## config.mk

```make
export PLATFORM = sky130hd
export DESIGN_NAME = atl_lookup
export DESIGN_NICKNAME = d
export VERILOG_FILES = /design/src/rtl/atl_pkg.sv /design/src/rtl/atl_fetch.sv /design/src/rtl/atl_entry.sv /design/src/rtl/atl_seq.sv /design/src/rtl/atl_lookup.sv
export SDC_FILE = /design/constraint.sdc
export NUM_CORES = 1
export LEC_CHECK = 0
export CORE_UTILIZATION = 35
export DETAILED_ROUTE_END_ITERATION = 10
export DONT_BUFFER_PORTS = 1
export SKIP_CTS_REPAIR_TIMING = 1
export SYNTH_ARGS = -nofsm -noshare
export SYNTH_HDL_FRONTEND = slang
export SYNTH_SLANG_ARGS = --single-unit
export TNS_END_PERCENT = 30
```

## constraint.sdc

```tcl
create_clock -name clk -period 2.16 [get_ports clk]
set_input_delay 0.324 -clock clk [delete_from_list [all_inputs] [get_ports clk]]
set_output_delay 0.324 -clock clk [all_outputs]
set_load 0.01 [all_outputs]
```

## src/rtl/atl_pkg.sv

```systemverilog
package atl_pkg;
   typedef enum logic [1:0] {
      ATL_NODE = 2'd0,
      ATL_SEL  = 2'd1,
      ATL_LINK = 2'd2,
      ATL_RSVD = 2'd3
   } atl_kind_e;

   typedef enum logic [1:0] {
      SQ_IDLE  = 2'd0,
      SQ_READ  = 2'd1,
      SQ_CHECK = 2'd2
   } atl_seq_e;

   localparam int ST_BCAST = 0;
   localparam int ST_HIT   = 1;
   localparam int ST_MISS  = 2;
   localparam int ST_FC    = 3;
   localparam int ST_W     = 4;
endpackage

```

## src/rtl/atl_fetch.sv

```systemverilog
module atl_fetch #(
   parameter int SEG_W = 8,
   parameter int PTR_W = 16,
   localparam int ADDR_W = SEG_W + PTR_W
) (
   input  logic              clk,
   input  logic              rst_n,
   input  logic              load,
   input  logic              abort,
   input  logic [PTR_W-1:0]  load_ptr,
   input  logic [SEG_W-1:0]  seg,
   input  logic              rd_en,
   input  logic              mem_valid,
   output logic              mem_req,
   output logic [ADDR_W-1:0] mem_addr,
   output logic              take,
   output logic [PTR_W-1:0]  ptr
);
   logic [PTR_W-1:0] ptr_q;

   assign take     = rd_en & mem_valid & ~abort;
   assign mem_req  = rd_en;
   assign mem_addr = {seg, ptr_q};
   assign ptr      = ptr_q;

   always_ff @(posedge clk) begin
      if (!rst_n) begin
         ptr_q <= '0;
      end else if (load) begin
         ptr_q <= load_ptr;
      end else if (take) begin
         ptr_q <= ptr_q + PTR_W'(1);
      end
   end

   AST_REQ_HOLD: assert property (@(posedge clk) disable iff (!rst_n)
      (mem_req && !mem_valid && !abort) |=> (mem_req && $stable(ptr_q)));
endmodule

```

## src/rtl/atl_entry.sv

```systemverilog
module atl_entry #(
   parameter int MAX_BYTES = 4,
   parameter int SEL_BYTES = 2,
   localparam int VAL_W = 8 * MAX_BYTES
) (
   input  logic             clk,
   input  logic             rst_n,
   input  logic             clear,
   input  logic             take,
   input  logic [7:0]       byte_in,
   input  logic             wide,
   input  logic [VAL_W-1:0] target,
   output logic             is_zero,
   output logic             is_hit
);
   logic [VAL_W-1:0]     shreg_q;
   logic [MAX_BYTES-1:0] lane_used;
   logic [MAX_BYTES-1:0] lane_eq;
   logic [MAX_BYTES-1:0] lane_nz;

   always_ff @(posedge clk) begin
      if (!rst_n) begin
         shreg_q <= '0;
      end else if (clear) begin
         shreg_q <= '0;
      end else if (take) begin
         shreg_q <= {shreg_q[VAL_W-9:0], byte_in};
      end
   end

   for (genvar l = 0; l < MAX_BYTES; l++) begin : g_lane
      if (l < SEL_BYTES) begin : g_narrow
         assign lane_used[l] = 1'b1;
      end else begin : g_wide
         assign lane_used[l] = wide;
      end
      assign lane_eq[l] = (shreg_q[8*l +: 8] == target[8*l +: 8]);
      assign lane_nz[l] = lane_used[l] && (shreg_q[8*l +: 8] != 8'h00);
   end

   assign is_zero = ~|lane_nz;
   assign is_hit  = (&(lane_eq | ~lane_used)) & ~is_zero;
endmodule

```

## src/rtl/atl_seq.sv

```systemverilog
module atl_seq
   import atl_pkg::*;
#(
   parameter int MAX_BYTES = 4,
   parameter int SEL_BYTES = 2,
   parameter int RUN       = 3,
   localparam int CNT_W = $clog2(MAX_BYTES) + 1,
   localparam int ZW    = $clog2(RUN + 1)
) (
   input  logic clk,
   input  logic rst_n,
   input  logic go_any,
   input  logic go_tbl,
   input  logic wide,
   input  logic take,
   input  logic is_zero,
   input  logic is_hit,
   output logic rd_en,
   output logic clr_entry,
   output logic found,
   output logic exhausted
);
   atl_seq_e         state_q;
   logic [CNT_W-1:0] cnt_q;
   logic [ZW-1:0]    zrun_q;
   logic [CNT_W-1:0] last_idx;
   logic             run_full;

   assign last_idx  = wide ? CNT_W'(MAX_BYTES - 1) : CNT_W'(SEL_BYTES - 1);
   assign run_full  = (zrun_q == ZW'(RUN - 1));
   assign rd_en     = (state_q == SQ_READ);
   assign clr_entry = (state_q == SQ_CHECK) | go_any;
   assign found     = (state_q == SQ_CHECK) & is_hit & ~go_any;
   assign exhausted = (state_q == SQ_CHECK) & ~is_hit & is_zero & run_full & ~go_any;

   always_ff @(posedge clk) begin
      if (!rst_n) begin
         state_q <= SQ_IDLE;
         cnt_q   <= '0;
         zrun_q  <= '0;
      end else if (go_any) begin
         state_q <= go_tbl ? SQ_READ : SQ_IDLE;
         cnt_q   <= '0;
         zrun_q  <= '0;
      end else begin
         case (state_q)
            SQ_READ: begin
               if (take) begin
                  if (cnt_q == last_idx) begin
                     cnt_q   <= '0;
                     state_q <= SQ_CHECK;
                  end else begin
                     cnt_q <= cnt_q + CNT_W'(1);
                  end
               end
            end
            SQ_CHECK: begin
               if (is_hit) begin
                  state_q <= SQ_IDLE;
               end else if (is_zero) begin
                  if (run_full) begin
                     state_q <= SQ_IDLE;
                  end else begin
                     zrun_q  <= zrun_q + ZW'(1);
                     state_q <= SQ_READ;
                  end
               end else begin
                  zrun_q  <= '0;
                  state_q <= SQ_READ;
               end
            end
            default: state_q <= SQ_IDLE;
         endcase
      end
   end

   AST_SEQ_NO_READ_IDLE: assert property (@(posedge clk) disable iff (!rst_n)
      (found || exhausted) |=> !rd_en || $past(go_any));
endmodule

```

## src/rtl/atl_lookup.sv

```systemverilog
module atl_lookup
   import atl_pkg::*;
#(
   parameter int NODE_W       = 8,
   parameter int SEG_W        = 8,
   parameter int PTR_W        = 16,
   parameter int SEL_BYTES    = 2,
   parameter int LINK_BYTES   = 4,
   parameter int SENTINEL_RUN = 3,
   parameter logic [NODE_W-1:0] BCAST_ID = '1,
   localparam int VAL_W  = 8 * LINK_BYTES,
   localparam int ADDR_W = SEG_W + PTR_W
) (
   input  logic              clk,
   input  logic              rst_n,
   input  logic              recog_en,
   input  logic              irq_en,
   input  logic [NODE_W-1:0] node_id,
   input  logic [PTR_W-1:0]  sel_base,
   input  logic [PTR_W-1:0]  link_base,
   input  logic [SEG_W-1:0]  tbl_seg,
   input  logic              lookup_go,
   input  logic [1:0]        lookup_kind,
   input  logic [VAL_W-1:0]  lookup_addr,
   input  logic              fc_seen,
   output logic              mem_req,
   output logic [ADDR_W-1:0] mem_addr,
   input  logic              mem_valid,
   input  logic [7:0]        mem_rdata,
   output logic [ST_W-1:0]   status,
   output logic [PTR_W-1:0]  match_vec,
   output logic              irq
);
   if (SEL_BYTES < 1 || SEL_BYTES > LINK_BYTES) begin : g_chk_sel
      $error("SEL_BYTES must lie in 1..LINK_BYTES");
   end
   if (LINK_BYTES < 2) begin : g_chk_link
      $error("LINK_BYTES must be at least 2");
   end
   if (SENTINEL_RUN < 1) begin : g_chk_run
      $error("SENTINEL_RUN must be at least 1");
   end
   if (NODE_W > VAL_W) begin : g_chk_node
      $error("NODE_W must not exceed the link entry width");
   end

   atl_kind_e        kind;
   logic             go_any, go_tbl, go_node;
   logic             wide_q;
   logic [VAL_W-1:0] target_q;
   logic [PTR_W-1:0] base_sel;
   logic [PTR_W-1:0] ptr;
   logic             take, rd_en, clr_entry, found, exhausted;
   logic             is_zero, is_hit;
   logic             node_bc, node_eq;
   logic [ST_W-1:0]  status_q;
   logic [PTR_W-1:0] match_vec_q;

   assign kind     = atl_kind_e'(lookup_kind);
   assign go_any   = lookup_go & recog_en & (kind != ATL_RSVD);
   assign go_tbl   = go_any & ((kind == ATL_SEL) | (kind == ATL_LINK));
   assign go_node  = go_any & (kind == ATL_NODE);
   assign base_sel = (kind == ATL_LINK) ? link_base : sel_base;
   assign node_bc  = (lookup_addr[NODE_W-1:0] == BCAST_ID);
   assign node_eq  = (lookup_addr[NODE_W-1:0] == node_id);

   always_ff @(posedge clk) begin
      if (!rst_n) begin
         target_q <= '0;
         wide_q   <= 1'b0;
      end else if (go_tbl) begin
         target_q <= lookup_addr;
         wide_q   <= (kind == ATL_LINK);
      end
   end

   atl_fetch #(.SEG_W(SEG_W), .PTR_W(PTR_W)) u_fetch (
      .clk      (clk),
      .rst_n    (rst_n),
      .load     (go_tbl),
      .abort    (go_any),
      .load_ptr (base_sel),
      .seg      (tbl_seg),
      .rd_en    (rd_en),
      .mem_valid(mem_valid),
      .mem_req  (mem_req),
      .mem_addr (mem_addr),
      .take     (take),
      .ptr      (ptr)
   );

   atl_entry #(.MAX_BYTES(LINK_BYTES), .SEL_BYTES(SEL_BYTES)) u_entry (
      .clk    (clk),
      .rst_n  (rst_n),
      .clear  (clr_entry),
      .take   (take),
      .byte_in(mem_rdata),
      .wide   (wide_q),
      .target (target_q),
      .is_zero(is_zero),
      .is_hit (is_hit)
   );

   atl_seq #(.MAX_BYTES(LINK_BYTES), .SEL_BYTES(SEL_BYTES), .RUN(SENTINEL_RUN)) u_seq (
      .clk      (clk),
      .rst_n    (rst_n),
      .go_any   (go_any),
      .go_tbl   (go_tbl),
      .wide     (wide_q),
      .take     (take),
      .is_zero  (is_zero),
      .is_hit   (is_hit),
      .rd_en    (rd_en),
      .clr_entry(clr_entry),
      .found    (found),
      .exhausted(exhausted)
   );

   always_ff @(posedge clk) begin
      if (!rst_n) begin
         status_q    <= '0;
         match_vec_q <= '0;
      end else begin
         if (go_any) begin
            status_q <= '0;
            if (go_node) begin
               if (node_bc) begin
                  status_q[ST_BCAST] <= 1'b1;
               end else if (node_eq) begin
                  status_q[ST_HIT] <= 1'b1;
               end else begin
                  status_q[ST_MISS] <= 1'b1;
               end
            end
         end else begin
            if (found) begin
               status_q[ST_HIT] <= 1'b1;
               match_vec_q      <= ptr;
            end
            if (exhausted) begin
               status_q[ST_MISS] <= 1'b1;
            end
         end
         if (fc_seen) begin
            status_q[ST_FC] <= 1'b1;
         end
      end
   end

   assign status    = status_q;
   assign match_vec = match_vec_q;
   assign irq       = irq_en & (|status_q);

   AST_ONE_RESULT: assert property (@(posedge clk) disable iff (!rst_n)
      !(status[ST_HIT] && status[ST_MISS]));
   AST_VEC_KEEP: assert property (@(posedge clk) disable iff (!rst_n)
      $rose(status[ST_MISS]) |-> $stable(match_vec));
   AST_ADDR_STEP: assert property (@(posedge clk) disable iff (!rst_n)
      (mem_req && mem_valid && !lookup_go) |=>
      (!mem_req || mem_addr[PTR_W-1:0] == $past(mem_addr[PTR_W-1:0]) + PTR_W'(1)));
   AST_START_CLEARS: assert property (@(posedge clk) disable iff (!rst_n)
      (lookup_go && recog_en && (lookup_kind == 2'd1 || lookup_kind == 2'd2) && !fc_seen)
      |=> (status == '0));
endmodule

```

==> run_results.csv, run 1 <==
group,metric,value,unit
status,status,"complete, no violations",
sta,finalSetupTns,0,ns
pwr,intPower,3.118,mW
drt,vias_per_cell,5.285,
clock_network,numCtsBuffers,9,
logic_synthesis,netlist_top_cells_area,"dfxtp_1 42%, nand2_1 13%, xnor2_1 6.2%",
sta,fin_ws,0.1251,ns
worst_setup_path,endpoint,"match_vec[13]",
placed_design,dp_hpwl,9.278,mm
final_layout,num-nets-final,706,
sta,post-route-period-util,94.21,%
sta,setup_viol,0,
sta,max_freq,491.4,MHz
clock_network,path_clk_slew,0.07,ns
clock_network,cts_sinks,108,
clock_network,h-tree-depth,3,
worst_setup_path,worst-r2r-cell-count,6,
clock_network,cts_root_buf,"clkbuf_16",
placed_design,port-buffer-count,0,
logic_synthesis,yosys.area.top_type,"dfxtp_1",
worst_setup_path,path_class,"reg2reg",
sta,finalCriticalPeriod,2.035,ns
logic_synthesis,synth_area_per_cell,8.359,sq um
worst_setup_path,crit_path_start,"u_entry.shreg_q[16]",
global_route,grt_pass1_vias,4137,
logic_synthesis,synth_area,5207,sq um
worst_setup_path,cp-end-kind,"register",
die,fp.dieH,124.0,microns
final_layout,final_common_cell,"nand2_1",
logic_synthesis,synth_cells,623,
drt,finalWirelength,12.69,mm
sta,drv_slew,0,
drt,ant_nets,0,
final_layout,syn_to_final_growth,8.746,%
placed_design,pre_cts_ws,0.1631,ns
run,maxCapViolCount,0,
sta,worstMarginPinSlew,0.4502,ns
global_route,grt_max_degree,91,
clock_network,ctsLongestPathBuffers,2,
drt,wl_per_cell,16.06,microns
logic_synthesis,synth_fp_nets,728,
die,die_area,15370,sq um
worst_hold_path,hold_path_class,"in2reg",
pwr,leakagePower,1.870,nW
clock_network,clock_latency,0.35,ns
logic_synthesis,synth-edff-count,0,
placed_design,gp_congestion,0.8392,
drt,drt_iter0_markers,284,
final_layout,final_layout_size_suffix_gt1_share,6.766,%
final_layout,fillers,1491,
worst_setup_path,cp_data_required_time,2.43,ns
pwr,ir_drop,0.0003701,V
drt,vias,4175,
logic_synthesis,yosysWarningCount,0,
die,io_pins,143,
die,start_util,35.83,%
worst_setup_path,r2r-start,"u_entry.shreg_q[16]",
worst_setup_path,crit_arrival,2.31,ns
logic_synthesis,synth_top_area_share,41.52,%
logic_synthesis,ys_async_sr_fraction,0,%
die,die_w,124.0,microns
die,core-area,14530,sq um
pwr,pwr-share-seq,51.9,%
final_layout,utilization,38.96,%
sta,finClkSkew,0.004445,ns
global_route,gr-total-overflow,0,
pwr,clockPowerShare,41.5,%
final_layout,final_cell_mix,"183 x nand2_1, 108 x dfxtp_1, 44 x a21oi_1",
global_route,antenna_found_initial,0,
sta,worst_slew_margin_rel,69.79,%
pwr,switching_share,22.54,%
logic_synthesis,synth-seq-cells,108,
pwr,power_frac_comb,6.6,%
logic_synthesis,yosys_most_used_dff,"dfxtp_1",
global_route,track_usage,16.98,%
worst_setup_path,r2r_slack,0.13,ns
pwr,p_sw,0.9074,mW
sta,rsz0062_at_grt,"false",
worst_setup_path,startpoint_type,"register",
clock_network,cts_tree,"built",
worst_setup_path,r2r-end,"match_vec[13]",
drt,drt_first_pass_iters,5,
final_layout,diodes,0,
drt,route.detailed.drc,0,
die,rows,44,
pwr,power_density,710.9,nW/um^2
global_route,grt_pass1_wl,20.04,mm
worst_setup_path,worstPathMaxFanout,17,
logic_synthesis,seq_area_frac_synth,41.52,%
logic_synthesis,ys_types,44,
sta,hold_viol,0,
## worst min-delay path by stage
stage | cells after the start | slack [ns] | endpoint | from
after floorplan | 1 | 0.44 | u_seq.zrun_q[0] | u_seq.zrun_q[0]
after global placement | 1 | 0.45 | u_seq.zrun_q[0] | u_seq.zrun_q[0]
after detailed placement | 1 | 0.46 | status[1] | rst_n
after CTS | 1 | 0.08 | status[1] | rst_n
after global routing | 2 | 0.10 | u_entry.shreg_q[4] | mem_rdata[4]
final | 2 | 0.10 | u_entry.shreg_q[1] | mem_rdata[1]
## synth_stat cells, drive strengths merged (4+ instances only)
cell type and count:
nor2 11, nand3 11, o211a 5, inv 8, and4 4, a311oi 8, nor4 12, a211oi 5
mux2 8, dfxtp 108, a21oi 44, a21boi 35, ha 8, buf 21, mux2i 25, clkbuf 26
nand2 183, nand4 17, xor2 12, o21ai 11, xnor2 37
## stage by stage
stage / hold slack (ns) / area, sq um / power [mW] / instances
CTS: 0.08449 / 5663 / 4.096 / 790
global route: 0.1008 / 5663 / 4.195 / 790
finish: 0.1046 / 5663 / 4.026 / 790
floorplan: 0.4379 / 5207 / 2.363 / 623
detailed placement: 0.4608 / 5358 / 2.406 / 774
global placement: 0.4503 / 5358 / 2.395 / 774
## metal layers
layer	GRT usage (%)	wire (microns)
met1	19.15	5466
met2	30.07	6312
met3	5.449	865
met4	5.580	42
met5	0	0
## cells by family after synthesis
family                     Yosys count  synth area share, %
AOI/OAI and AO/OA                  121                15.55
xor gates and xnor gates            49                8.241
adders and majority gates            8                1.922
buffers and inverters               55                5.262
DFF                                108                41.52
muxes                               33                6.535
and+or+nand+nor                    249                20.98
## power by group through the flow
| stage | logic [mW] | registers [mW] | clock network, mW |
|---|---|---|---|
| 2_1_floorplan | 0.243 | 2.12 | 0 |
| 3_3_place_gp | 0.260 | 2.13 | 0 |
| 3_5_place_dp | 0.269 | 2.14 | 0 |
| 4_1_cts | 0.270 | 2.09 | 1.74 |
| 5_1_grt | 0.297 | 2.10 | 1.80 |
| 6_report | 0.267 | 2.09 | 1.67 |
## area by class of cell
cell class | count | area, sq um | area share (%)
multi-input cells | 460 | 2780 | 49.09
flip-flops and latches | 108 | 2162 | 38.18
clock buffers | 13 | 260.3 | 4.596
well taps | 184 | 230.2 | 4.065
repair buffers | 14 | 155.1 | 2.740
clock inverters | 3 | 45.04 | 0.7954
inverters | 8 | 30.03 | 0.5303
## flip-flops by register name, summed over array words and instances (netlist names)
name / cells
match_vec: 16
status: 4
target_q: 32
u_entry.shreg_q: 32
u_fetch.ptr: 16
u_seq.cnt_q: 3
u_seq.state_q: 2
u_seq.zrun_q: 2
wide_q: 1
## critical path: stages, from the launching register on
cell	delay (ns)
dfxtp_1	0.35
xnor2_1	0.25
nand4_1	0.15
o41ai_2	0.48
and4_1	0.31
buf_12	0.19
mux2i_1	0.21
(Power assumes the default switching activity.)
==> run 2: changes to the inputs <==
SYNTH_HIERARCHICAL = 1   (was not set)
==> run 2 against run 1 <==
The run now ends with negative setup slack left; die area rose by 3.4%; clock skew rose by 0.0088 ns; combinational power rose by 1%; largest cell class unchanged; register-to-register slack got worse by 0.17 ns; fmax fell by 7.6%; global-route usage rose by 0.23 points; setup slack got worse by 0.17 ns; utilization rose by 1.2 points; largest power group unchanged.
==> run_results.csv, run 2 <==
group,metric,value,unit
status,status,"finished, violations left",
status,violations,"negative setup slack",
placed_design,place_inst,768,
sta,finClkSkew,0.01321,ns
run,maxCapViolCount,0,
logic_synthesis,yosys_most_used_dff,"dfxtp_1",
pwr,ir_drop,0.0004203,V
worst_setup_path,cpMaxStageDelayCell,"dfxtp_1",
final_layout,final_layout_size_suffix_gt1_share,15.45,%
die,io_pins,143,
worst_setup_path,path_class,"reg2reg",
worst_setup_path,cp_data_required_time,2.43,ns
logic_synthesis,netlist_top_cells_area,"dfxtp_1 40%, nand2_1 7.7%, mux2i_1 5.9%",
logic_synthesis,synth_cells,606,
die,fp.dieH,126.0,microns
drt,wl_per_cell,16.86,microns
worst_setup_path,worstPathMaxFanout,8,
pwr,leakagePower,2.217,nW
logic_synthesis,synthTopCellsByCount,"110 x nand2_1, 108 x dfxtp_1, 41 x nor2_1",
die,rows,44,
drt,vias_per_cell,5.183,
sta,hold_viol,0,
global_route,antenna_found_initial,0,
global_route,track_usage,17.21,%
final_layout,final_cell_mix,"108 x nand2_1, 104 x dfxtp_1, 41 x a21boi_1",
die,die_w,126.0,microns
logic_synthesis,synth-seq-cells,108,
worst_setup_path,path_cells,"xor2_1 > nor4_1 > nand4_1 > a211oi_2 > nand2_1 > nor2_2 > and2_4 > buf_12 > nand2_2 > a21boi_2",
sta,max_freq,453.8,MHz
worst_setup_path,startpoint_type,"register",
logic_synthesis,seq_area_frac_synth,40.15,%
drt,drt_first_pass_iters,4,
sta,setup_viol,13,
global_route,gr-total-overflow,0,
drt,route.detailed.drc,0,
final_layout,final_common_cell,"nand2_1",
logic_synthesis,yosys.area.top_type,"dfxtp_1",
worst_setup_path,cpPeakStageDelay,0.37,ns
worst_hold_path,hold_path_class,"in2reg",
drt,ant_nets,0,
worst_setup_path,crit_arrival,2.48,ns
final_layout,diodes,0,
drt,finalWirelength,13.25,mm
placed_design,port-buffer-count,0,
clock_network,numCtsBuffers,9,
sta,drv_slew,0,
placed_design,dp_hpwl,9.707,mm
global_route,grt_max_degree,74,
clock_network,cts_tree,"built",
sta,rsz0062_at_grt,"true",
final_layout,syn_to_final_growth,9.921,%
logic_synthesis,synth_area_per_cell,8.886,sq um
die,core-area,14750,sq um
clock_network,h-tree-depth,3,
clock_network,path_clk_slew,0.07,ns
logic_synthesis,yosysMostFrequentCell,"nand2_1",
drt,drt_iter0_markers,184,
global_route,grt_pass1_vias,4300,
logic_synthesis,synth-edff-count,0,
sta,finalCriticalPeriod,2.203,ns
sta,post-route-period-util,102.0,%
logic_synthesis,yosysWarningCount,6,
worst_setup_path,cp-end-kind,"register",
drt,vias,4074,
sta,worst_slew_margin_rel,44.77,%
logic_synthesis,synth_area,5385,sq um
sta,worstMarginPinSlew,0.8276,ns
sta,fin_ws,-0.04344,ns
pwr,power_density,680.9,nW/um^2
final_layout,utilization,40.12,%
final_layout,largest_registers,"target_q x32, u_entry/shreg_q x32",
clock_network,cts_sinks,108,
logic_synthesis,ys_types,52,
logic_synthesis,ys_async_sr_fraction,0,%
die,start_util,36.50,%
final_layout,num-nets-final,702,
worst_setup_path,r2r_slack,-0.04,ns
global_route,grt_pass1_wl,21.58,mm
logic_synthesis,synth_fp_nets,711,
clock_network,ctsLongestPathBuffers,2,
logic_synthesis,synth_top_area_share,40.15,%
final_layout,finalNonFillerCells,786,
clock_network,cts_root_buf,"clkbuf_16",
placed_design,gp_congestion,0.8279,
die,die_area,15890,sq um
clock_network,clock_latency,0.35,ns
-- run 2: cell types whose count changed in the layout (fill, tap and decap cells not counted), sizes merged, moves of 8 or more --
cell,previous run,this run
xor2,12,35
nor4,12,22
a21boi,35,50
xnor2,37,21
buf,14,32
a21oi,44,17
mux2,8,16
nor2,11,41
nand2,183,112
-- run 2: worst paths after layout --
| path | to | start | cells past startpoint |
|---|---|---|---|
| max | match_vec[1] | u_entry/shreg_q[22] | 10 |
| min reg2reg | target_q[26] | target_q[26] | 2 |
| min | target_q[23] | lookup_addr[23] | 2 |
| max reg2reg | match_vec[1] | u_entry/shreg_q[22] | 10 |
-- run 2: layer usage --
metal	vias up	routed length [microns]	global-route usage [%]
li1	2030	-	-
met1	1898	5436	19.16
met2	130	6596	30.45
met3	16	1061	6.202
met4	0	157	5.386
met5	-	0	0
-- run 2: layout make-up --
type | instances | area (sq um)
clock inverter | 4 | 57.56
timing repair buffer | 33 | 290.3
clock buffer | 12 | 246.5
multi-input combinational | 433 | 2875
sequential | 108 | 2170
fill | 1509 | 8835
tap | 184 | 230.2
inverter | 12 | 50.05
-- run 2: worst max-delay path, delay by kind of cell (launching register included) --
| kind | cells | cell delay (ns) |
|---|---|---|
| and+or+nand+nor | 6 | 0.98 |
| AOI/OAI and AO/OA | 2 | 0.47 |
| DFF | 1 | 0.37 |
| xor gates and xnor gates | 1 | 0.18 |
| buffers and inverters | 1 | 0.12 |
-- run 2: power breakdown --
part / switching (mW) / leakage, nW / internal [mW]
Sequential: 0.0489 / 0.876 / 2.03
Combinational: 0.142 / 1.20 / 0.129
Clock: 0.740 / 0.145 / 0.942
Total: 0.931 / 2.22 / 3.10
-- run 2: kinds of logic (layout without fill, tap and decap cells) --
| logic type | Yosys count | count (layout) | share of synthesized area [%] |
|---|---|---|---|
| AND/OR/NAND/NOR | 223 | 223 | 19.86 |
| flip-flops | 108 | 108 | 40.15 |
| AO/OA/AOI/OAI | 98 | 98 | 12.50 |
| buffers and inverters | 65 | 61 | 7.226 |
| XOR/XNOR | 56 | 56 | 9.108 |
| multiplexers | 48 | 48 | 9.294 |
| adder cells (fa/ha/maj) | 8 | 8 | 1.859 |
-- run 2: stage by stage --
step                setup TNS [ns]  hold WS (ns)  worst slack (ns)  power (mW)  instance area, sq um
detailed placement          -1.326        0.4600           -0.1135       2.396                  5534
global route                -2.238       0.08414           -0.1733       4.213                  5919
floorplan                        0        0.4465           0.04314       2.372                  5385
CTS                         -1.731       0.08251           -0.1432       4.102                  5838
global placement           -0.6892        0.4585          -0.06861       2.390                  5534
finish                     -0.2559        0.1030          -0.04344       4.031                  5919
==> run 3: changes to the inputs <==
CORE_UTILIZATION = 50   (was 35)
PLACE_DENSITY = 0.68   (was not set)
clock period = 1.9 ns   (was 2.16 ns; I/O delays follow)
==> run 3 against run 2 <==
The run still ends with negative setup slack left; final area rose by 1.6%; utilization rose by 18 points; hold slack got worse by 0.070 ns; critical path depth did not move; sequential power rose by 13%; clock power fell by 15%; register-to-register slack got worse by 0.31 ns; wire length fell by 5.3%; clock skew fell by 0.0018 ns; critical path type unchanged; highest routed layer unchanged.
==> run_results.csv, run 3 (synthesized netlist as in run 2, its figures left out) <==
group,metric,value,unit
sta,post-route-period-util,118.6,%
drt,wl_per_cell,16.40,microns
worst_setup_path,startpoint_type,"register",
final_layout,syn_to_final_growth,11.66,%
global_route,gr-total-overflow,0,
pwr,power_frac_comb,8.4,%
pwr,power_density,684.4,nW/um^2
die,io_pins,143,
die,start_util,51.93,%
final_layout,utilization,57.99,%
worst_setup_path,cp-end-kind,"register",
final_layout,final_cell_mix,"108 x nand2_1, 106 x dfxtp_1, 55 x buf_4",
sta,drv_slew,0,
pwr,intPower,3.126,mW
drt,drt_first_pass_iters,4,
drt,route.met2.wl,6.536,mm
drt,met1_length,5.011,mm
status,violations,"negative setup slack",
worst_setup_path,crit_arrival,2.56,ns
clock_network,path_clk_slew,0.10,ns
placed_design,port-buffer-count,0,
global_route,grt_pass1_vias,4182,
worst_setup_path,worstPathMaxFanout,8,
drt,ant_nets,0,
drt,finalWirelength,12.55,mm
final_layout,final_layout_size_suffix_gt1_share,19.40,%
clock_network,h-tree-depth,3,
final_layout,diodes,0,
global_route,track_usage,22.40,%
sta,setup_viol,21,
die,fp.dieH,105.8,microns
global_route,grt_pass1_wl,19.64,mm
clock_network,clock_latency,0.37,ns
run,maxCapViolCount,0,
pwr,leakagePower,2.351,nW
sta,finClkSkew,0.01145,ns
drt,vias_per_cell,5.478,
drt,vias,4191,
pwr,p_sw,0.9898,mW
global_route,antenna_found_initial,0,
worst_setup_path,cp_data_required_time,2.21,ns
die,core-area,10370,sq um
pwr,power,4.115,mW
die,rows,37,
final_layout,finalNonFillerCells,765,
clock_network,numCtsBuffers,9,
pwr,pwr-share-seq,57.1,%
drt,routed.top_layer,"met4",
sta,worst_slew_margin_rel,76.22,%
sta,fin_ws,-0.3538,ns
sta,worstMarginPinSlew,0.3534,ns
drt,drt_iter0_markers,204,
pwr,switching_share,24.05,%
clock_network,cts_root_buf,"clkbuf_8",
worst_hold_path,hold_path_class,"in2reg",
sta,max_freq,443.7,MHz
clock_network,cts_sinks,108,
final_layout,final_common_cell,"nand2_1",
placed_design,dp_hpwl,9.118,mm
drt,route.detailed.drc,0,
drt,met3_length,766,microns
sta,hold_viol,0,
sta,rsz0062_at_grt,"true",
die,die_w,105.8,microns
sta,finalCriticalPeriod,2.254,ns
die,die_area,11190,sq um
placed_design,gp_congestion,0.8525,
clock_network,ctsLongestPathBuffers,2,
pwr,ir_drop,0.0005162,V
final_layout,num-nets-final,729,
final_layout,largest_registers,"target_q x32, u_entry/shreg_q x32",
placed_design,place_inst,747,
global_route,grt_max_degree,74,
worst_setup_path,path_class,"reg2reg",
clock_network,cts_tree,"built",
pwr,clockPowerShare,34.5,%
sta,finalHoldWorstSlack,0.03318,ns
status,status,"finished, violations left",
==> run 3: cell types whose count changed in the layout (fill, tap and decap cells not counted), moves of 5 or more <==
cell,delta
nor4_2,+5
clkbuf_16,-9
buf_4,+25
nor4_1,-5
clkbuf_8,+9
==> run 3: power by group through the flow <==
| stage | Clock, mW | Combinational [mW] | Sequential [mW] |
|---|---|---|---|
| after floorplan | 0 | 0.289 | 2.41 |
| after global placement | 0 | 0.333 | 2.40 |
| after detailed placement | 0 | 0.339 | 2.40 |
| after CTS | 1.46 | 0.341 | 2.35 |
| after global routing | 1.55 | 0.379 | 2.36 |
| final | 1.42 | 0.344 | 2.35 |
==> run 3: cell type report <==
class / instances / area (sq um)
clock buffer: 11 / 141.4
clock inverter: 5 / 61.31
fill: 949 / 4357
inverter: 12 / 52.55
multi-input combinational: 433 / 2905
sequential: 108 / 2165
tap: 136 / 170.2
timing repair buffer: 60 / 518.0
==> run 3: worst paths after layout <==
kind / startpoint / endpoint / slack (ns) / cells past startpoint
worst max-delay path: u_entry/shreg_q[21] / match_vec[8] / -0.35 / 10
worst min-delay path: lookup_addr[27] / target_q[27] / 0.03 / 2
worst max register to register: u_entry/shreg_q[21] / match_vec[8] / -0.35 / 10
worst min register to register: target_q[29] / target_q[29] / 0.47 / 2
==> run 3: layer usage <==
metal  track usage, %  up-vias
met2            40.24      125
met3            6.184       21
met5                0        -
met1            24.64     1955
li1                 -     2090
met4            9.425        0
==> run 3: per-stage QoR <==
stage | TNS (ns) | setup slack [ns] | instance area (sq um)
2_1_floorplan | -0.1661 | -0.01661 | 5399
3_3_place_gp | -5.148 | -0.3041 | 5707
3_5_place_dp | -5.816 | -0.3509 | 5707
4_1_cts | -6.600 | -0.3873 | 5909
5_1_grt | -9.040 | -0.4914 | 6013
6_report | -5.749 | -0.3538 | 6013
==> run 3: worst max-delay path, cell delays in order (launching register included) <==
cell      delay [ns]
dfxtp_2         0.34
xor2_1          0.17
nor4_2          0.32
nand4_1         0.21
a211oi_2        0.31
nand2_1         0.14
nor2_4          0.15
and2_4          0.19
buf_12          0.13
nand2_2         0.06
a21boi_2        0.15
